`config.mk`:
```
export PLATFORM = sky130hd
export DESIGN_NAME = bytepack_port
export DESIGN_NICKNAME = d
export VERILOG_FILES = /design/src/rtl/bytepack_pkg.sv /design/src/rtl/bytepack_wr.sv /design/src/rtl/bytepack_rd.sv /design/src/rtl/bytepack_port.sv
export SDC_FILE = /design/constraint.sdc
export NUM_CORES = 1
export LEC_CHECK = 0
export BUFFER_PORTS_ARGS = -buffer_cell sky130_fd_sc_hd__buf_2
export CAP_MARGIN = 20
export CORE_MARGIN = 2
export CORE_UTILIZATION = 35
export CTS_CLUSTER_SIZE = 12
export DETAILED_ROUTE_END_ITERATION = 8
export PLACE_DENSITY = 0.59
export RECOVER_POWER = 50
export SYNTH_ARGS = -nofsm -noshare
export SYNTH_HDL_FRONTEND = slang
export SYNTH_SLANG_ARGS = --single-unit
```
`constraint.sdc`:
```
create_clock -name clk -period 5.6 [get_ports clk]
set_input_delay 1.4 -clock clk [delete_from_list [all_inputs] [get_ports clk]]
set_output_delay 1.4 -clock clk [all_outputs]
set_load 0.05 [all_outputs]
```
`src/rtl/bytepack_pkg.sv`:
```
package bytepack_pkg;
  typedef enum logic [1:0] {
    MODE_IDLE = 2'd0,
    MODE_WR   = 2'd1,
    MODE_RD   = 2'd2
  } mode_e;
endpackage

```
`src/rtl/bytepack_wr.sv`:
```
module bytepack_wr #(
  parameter int BW    = 8,
  parameter int LANES = 4,
  localparam int WW   = BW * LANES,
  localparam int PW   = $clog2(LANES + 1)
) (
  input  logic          clk,
  input  logic          rst_n,
  input  logic          clr_i,
  input  logic          en_i,
  input  logic          more_i,
  input  logic          in_valid_i,
  input  logic [BW-1:0] in_data_i,
  output logic          in_ready_o,
  input  logic          fifo_full_i,
  output logic          push_o,
  output logic [WW-1:0] push_data_o,
  output logic          fire_o,
  output logic          drained_o
);
  logic [WW-1:0] word_q, word_n;
  logic [PW-1:0] pos_q, pos_n;
  logic          have_full, have_tail;

  assign have_full   = (pos_q == PW'(LANES));
  assign have_tail   = !more_i && (pos_q != '0);
  assign push_o      = en_i && (have_full || have_tail) && !fifo_full_i;
  assign push_data_o = word_q;
  assign in_ready_o  = en_i && more_i && (!have_full || push_o);
  assign fire_o      = in_valid_i && in_ready_o;

  always_comb begin
    word_n = word_q;
    pos_n  = pos_q;
    if (push_o) begin
      word_n = '0;
      pos_n  = '0;
    end
    if (fire_o) begin
      for (int i = 0; i < LANES; i++) begin
        if (pos_n == PW'(i)) word_n[i*BW +: BW] = in_data_i;
      end
      pos_n = pos_n + PW'(1);
    end
  end

  assign drained_o = (pos_n == '0);

  always_ff @(posedge clk or negedge rst_n) begin
    if (!rst_n) begin
      word_q <= '0;
      pos_q  <= '0;
    end else if (clr_i) begin
      word_q <= '0;
      pos_q  <= '0;
    end else if (en_i) begin
      word_q <= word_n;
      pos_q  <= pos_n;
    end
  end
endmodule

```
`src/rtl/bytepack_rd.sv`:
```
module bytepack_rd #(
  parameter int BW    = 8,
  parameter int LANES = 4,
  localparam int WW   = BW * LANES,
  localparam int PW   = $clog2(LANES + 1)
) (
  input  logic          clk,
  input  logic          rst_n,
  input  logic          clr_i,
  input  logic          en_i,
  input  logic          more_i,
  input  logic          beyond_i,
  output logic          out_valid_o,
  output logic [BW-1:0] out_data_o,
  input  logic          out_ready_i,
  input  logic          fifo_empty_i,
  output logic          pop_o,
  input  logic [WW-1:0] pop_data_i,
  output logic          fire_o
);
  logic [WW-1:0] word_q, word_n;
  logic [PW-1:0] left_q, left_n;
  logic          holding;

  assign holding     = (left_q != '0);
  assign out_valid_o = en_i && more_i && holding;
  assign out_data_o  = word_q[BW-1:0];
  assign fire_o      = out_valid_o && out_ready_i;
  assign pop_o       = en_i && !fifo_empty_i &&
                       ((more_i && !holding) ||
                        (fire_o && left_q == PW'(1) && beyond_i));

  always_comb begin
    word_n = word_q;
    left_n = left_q;
    if (fire_o) begin
      word_n = word_q >> BW;
      left_n = left_q - PW'(1);
    end
    if (pop_o) begin
      word_n = pop_data_i;
      left_n = PW'(LANES);
    end
  end

  always_ff @(posedge clk or negedge rst_n) begin
    if (!rst_n) begin
      word_q <= '0;
      left_q <= '0;
    end else if (clr_i) begin
      word_q <= '0;
      left_q <= '0;
    end else if (en_i) begin
      word_q <= word_n;
      left_q <= left_n;
    end
  end
endmodule

```
`src/rtl/bytepack_port.sv`:
```
module bytepack_port
  import bytepack_pkg::*;
#(
  parameter int BW    = 8,
  parameter int LANES = 4,
  parameter int LEN_W = 12,
  localparam int WW   = BW * LANES
) (
  input  logic             clk,
  input  logic             rst_n,
  input  logic             start_i,
  input  logic             dir_rd_i,
  input  logic [LEN_W-1:0] len_i,
  input  logic             in_valid_i,
  input  logic [BW-1:0]    in_data_i,
  output logic             in_ready_o,
  output logic             out_valid_o,
  output logic [BW-1:0]    out_data_o,
  input  logic             out_ready_i,
  output logic             push_o,
  output logic [WW-1:0]    push_data_o,
  input  logic             fifo_full_i,
  output logic             pop_o,
  input  logic [WW-1:0]    pop_data_i,
  input  logic             fifo_empty_i,
  output logic             done_o
);
  mode_e            mode_q, mode_n;
  logic [LEN_W-1:0] rem_q, rem_n;
  logic             done_q, done_n;
  logic             more, beyond;
  logic             wr_fire, rd_fire, wr_drained;

  assign more   = (rem_q != '0);
  assign beyond = (rem_q > LEN_W'(1));

  bytepack_wr #(.BW(BW), .LANES(LANES)) u_wr (
    .clk        (clk),
    .rst_n      (rst_n),
    .clr_i      (start_i),
    .en_i       (mode_q == MODE_WR),
    .more_i     (more),
    .in_valid_i (in_valid_i),
    .in_data_i  (in_data_i),
    .in_ready_o (in_ready_o),
    .fifo_full_i(fifo_full_i),
    .push_o     (push_o),
    .push_data_o(push_data_o),
    .fire_o     (wr_fire),
    .drained_o  (wr_drained)
  );

  bytepack_rd #(.BW(BW), .LANES(LANES)) u_rd (
    .clk         (clk),
    .rst_n       (rst_n),
    .clr_i       (start_i),
    .en_i        (mode_q == MODE_RD),
    .more_i      (more),
    .beyond_i    (beyond),
    .out_valid_o (out_valid_o),
    .out_data_o  (out_data_o),
    .out_ready_i (out_ready_i),
    .fifo_empty_i(fifo_empty_i),
    .pop_o       (pop_o),
    .pop_data_i  (pop_data_i),
    .fire_o      (rd_fire)
  );

  always_comb begin
    mode_n = mode_q;
    rem_n  = rem_q - LEN_W'(wr_fire || rd_fire);
    done_n = 1'b0;
    if (start_i) begin
      mode_n = dir_rd_i ? MODE_RD : MODE_WR;
      rem_n  = len_i;
    end else if (mode_q != MODE_IDLE && rem_n == '0 &&
                 (mode_q == MODE_RD || wr_drained)) begin
      mode_n = MODE_IDLE;
      done_n = 1'b1;
    end
  end

  always_ff @(posedge clk or negedge rst_n) begin
    if (!rst_n) begin
      mode_q <= MODE_IDLE;
      rem_q  <= '0;
      done_q <= 1'b0;
    end else begin
      mode_q <= mode_n;
      rem_q  <= rem_n;
      done_q <= done_n;
    end
  end

  assign done_o = done_q;
endmodule

```
==> metrics list <==
- In this run, synthesis produced a sequential element count of between 80 and 90.
- Beginning of the worst hold path: u_rd.word_q[1]$_DFFE_PN0P_
- Internal Dissipation: around 1.1 mW
- Height of the die: between 100 and 150 microns
- DIE AREA: around 13000 sq um
* Post-synth cell types: 50
* Overall Power: 1.51 mW
- Met2 track utilization from global routing: 0.241
- The number of buffers and inverters on the critical path is 2.
- The library cells used most frequently in the layout, excluding fill and tap cells, are 85 x dfrtp_1, 84 x buf_2, 70 x nand2_1.
* Buffers added on ports: 104
* Worst-case clock buffer depth: 2
- For this configuration, the core starts out at a cell density of 0.359.
- Reg2reg end: u_rd.word_q[30]$_DFFE_PN0P_
* Root buf cell: clkbuf_16
- Startpoint of the most critical register-to-register path: rem_q[9]$_DFF_PN0_
- For the worst-skew pair, the clock arrives at the later sink with an insertion delay of 0.34 ns.
* Share of cells above drive strength 1: 0.234
- Initial antenna violation count: 0
- # nets final: slightly below 600
* Post-synthesis to final-layout area growth: 19.8%
* Switching fraction of total power: 0.271
- Detailed placement finished with a half-perimeter wire length of 7510 microns.
* Cells after synthesis: between 400 and 500
* Switching power total: between 0.4 and 0.5 mW
- The largest individual stage delay along the critical path comes from the cell clkbuf_1.
* Total clock sinks: 85
- Number of global-route vias before repair: about 3400
- GRT Util Overall: 0.163
- Slew Limit Fails: roughly 60
* Slew at the pin with the worst max-slew slack: about 1.9 ns
* Combinational family with the most area after synthesis: compound AO/OA/AOI/OAI gates
- Hold buffer count at cts: 0
* Most common cell after layout, fill and taps aside: dfrtp_1
* XOR/XNOR Fraction of Synth Area: 0.0224
- After routing, the total negative slack on setup checks comes to 0 ns.
- Share of the synthesized area in compound gates (AO/OA/AOI/OAI): 0.181
- Across the run, the number of max-cap violations was 2.
- GRT met3 Usage: 0.0327
- In this design, the largest share of critical-path delay is due to buffers and inverters.
* Failing checks: max-capacitance violations, max-slew violations
* Vias post-DR: 3410
- Relative contribution of combinational cells to total power: 0.129
- After clock tree synthesis, the repair step resized 0 gates.
* Category of the critical setup timing path: input pin to flip-flop
- The number of hold violations in the final report came to 0.
- RSZ-0062 raised after global routing: false
* Pwr per Cell Area: 292 nW/um^2
* Cell chain of the critical path: buf_2 -> a32oi_2 -> nor4b_1 -> clkbuf_1 -> nor2b_1 -> a22o_1
- Dividing the detail-routed via count by the number of cells gives a little over 5.
- Setup violations remaining at the end of the flow were counted as 0.
* Mux cell area share after synthesis: 0.0656
* Hold Crit Endpoint: u_rd.word_q[1]$_DFFE_PN0P_
- The largest single stage delay on the critical path is 1.42 ns.
- Part of the total power dissipated in the clock network: 0.428
- Critical Path End Type: flip-flop
- Synthesis produced a netlist with a net count of between 400 and 500.
- For the worst setup path, the data required time is between 5 and 6 ns.
* Maximum clock rate: 244 MHz
* Most instantiated flip-flop cell in the synthesis netlist: dfrtp_1
- The core region is between 10000 and 15000 sq um.
* Count of unresolved DRC violations after routing: 0
- The cell area that synthesis handed to floorplanning was approximately 4300 sq um.
- The flow ran to the end, but the final reports show violations.
- Number of buffers created by CTS: 9
- Of the total synthesized cell area, the portion taken by AND, OR, NAND and NOR gates is 0.154.
- Crit path launch type: input pin
* Post-synth ARST share: 1.00
- Yosys printed 0 warnings.
* Wire per inst: 15.7 microns
* Register-to-register path setup slack: just under 2 ns
- In this run the mean area of a mapped cell was 10.1 sq um.
- Detail Route Antenna Nets: 0
- EDFF count, synth: 0
- Of the total synthesized cell area, the portion taken by full adders, half adders and majority gates is 0.0319.
- The H-tree generated during clock tree synthesis spans 3 levels.
- Summed over all cells, the static leakage comes to 2.32 nW.
- Number of detailed-routing iterations run before antenna repair: 4
- The routed design could run at a clock period as short as ~4.1 ns.
* Worst-case headroom to the max-slew limit: -0.266
- CTS tree: built
* Reg clk slew, reported paths: roughly 0.06 ns
* IR drop worst, VDD: 111 uV
- Number of setup buffers added after CTS: 0
- DIE WIDTH: 115 microns
- During I/O placement, the number of pins put on the boundary was 105.
- Worst-path maximum fanout: 28
- For this block, the initial DRC count from the detailed router was ~170.
- Row count: 40
- Sequential fraction of design power: 0.443
- Wire length of the first global-routing pass: 17000 microns
- Along the worst hold path, the cell count comes to 2.
* Share of the yosys chip area belonging to registers: 0.494
* Met1 usage: 0.233
- Entering global routing, the biggest net connects 58 pins.
* Worst clock skew: roughly 0.0070 ns
- Critical path data arrival time: about 4.4 ns
- Detailed-route wire length: approximately 10000 microns
- Measured in cells, the most critical reg-to-reg path has a length of 7.
* Count of antenna diodes in the layout: 0
- Class of the tightest hold or removal check: flip-flop to flip-flop
- Of the available clock period, the critical path in the final layout requires 0.731.
* # fillers: 1211
- Overflow left after global routing: 0
* Routing layer with the top usage in global route: met2
- Routability cong.: about 0.94
[tightest hold or removal path: cells and delay by family (launching register included)]
| family | cells | cell delay (ns) |
|---|---|---|
| compound gates | 1 | 0.06 |
| flops | 1 | 0.34 |
| simple gates | 1 | 0.04 |
[power by group through the flow]
stage | combinational [mW] | sequential [mW] | clock, mW
finish | 0.194 | 0.668 | 0.645
global route | 0.215 | 0.672 | 0.689
CTS | 0.199 | 0.668 | 0.658
detailed placement | 0.199 | 0.679 | 0
global placement | 0.195 | 0.679 | 0
floorplan | 0.127 | 0.682 | 0
[per-layer routing]
metal | vias up | wire, microns
met2 | 101 | 4570
li1 | 1672 | -
met3 | 19 | 458
met1 | 1618 | 5220
met4 | 0 | 244
met5 | - | 0
[Yosys cell counts, types with 2 or more instances]
library cell / count / area, sq um
nor2b_1: 4 / 25.0
and3_1: 3 / 18.8
nor3b_2: 3 / 37.5
xnor2_1: 6 / 52.6
nor2_1: 13 / 48.8
buf_6: 4 / 45.0
a21oi_1: 28 / 140
buf_4: 8 / 60.1
o21ai_1: 46 / 230
xor2_1: 5 / 43.8
a22o_1: 18 / 158
a21oi_4: 3 / 48.8
buf_2: 5 / 25.0
ha_1: 11 / 138
nand2_1: 70 / 263
nand2b_1: 3 / 18.8
mux2_2: 2 / 22.5
dfrtp_1: 85 / 2130
nand4_1: 2 / 12.5
or3_1: 2 / 12.5
nand3b_1: 2 / 15.0
o21ai_0: 14 / 70.1
inv_1: 13 / 48.8
mux2i_1: 26 / 260
or4_1: 2 / 15.0
clkbuf_1: 11 / 41.3
nor3_1: 9 / 45.0
nand3_1: 6 / 30.0
[flip-flops by register name (all words and copies together), names as in the netlist]
signal and cells:
u_rd.left_q 3, mode_q 2, u_rd.word_q 32, u_wr.pos_q 3, u_wr.push_data_o 32, rem_q 12
done_o 1
[worst max path at each step]
stage / from / end / slack [ns] / depth (start not counted)
after global routing: out_ready_i / u_rd.word_q[24]$_DFFE_PN0P_ / 1.11 / 6
final: out_ready_i / u_rd.word_q[30]$_DFFE_PN0P_ / 1.51 / 6
after CTS: mode_q[1]$_DFFE_PN0P_ / push_o / 1.74 / 5
after global placement: fifo_full_i / mode_q[1]$_DFFE_PN0P_ / 1.83 / 11
after floorplan: fifo_full_i / in_ready_o / 1.57 / 2
after detailed placement: fifo_full_i / mode_q[1]$_DFFE_PN0P_ / 1.78 / 11
[cell families after synthesis]
group                      after synthesis
adders and majority gates               11
and+or+nand+nor                        130
AOI/OAI and AO/OA                      120
muxes                                   28
DFF                                     85
xor gates and xnor gates                11
buffers and inverters                   41
[metrics by stage]
stage / cell area, sq um / hold slack (ns) / worst slack, ns / util / std cells
final: 5160 / 0.480 / 1.51 / 0.429 / 669
after global routing: 5160 / 0.513 / 1.11 / 0.429 / 669
after CTS: 5210 / 0.486 / 1.74 / 0.434 / 669
after detailed placement: 4880 / 0.472 / 1.78 / 0.406 / 653
after global placement: 4880 / 0.466 / 1.83 / 0.406 / 653
after floorplan: 4310 / 0.451 / 1.57 / - / 426
[area by class of cell]
type,count,area (sq um),share of cell area
clock buffers,9,225,0.0437
clock inverters,7,100,0.0194
inverters,13,48.8,0.00946
multi-input cells,300,1950,0.379
flip-flops and latches,85,2130,0.412
well taps,147,184,0.0357
repair buffers,108,519,0.101
Note: power is estimated with default switching activity, not from simulation.
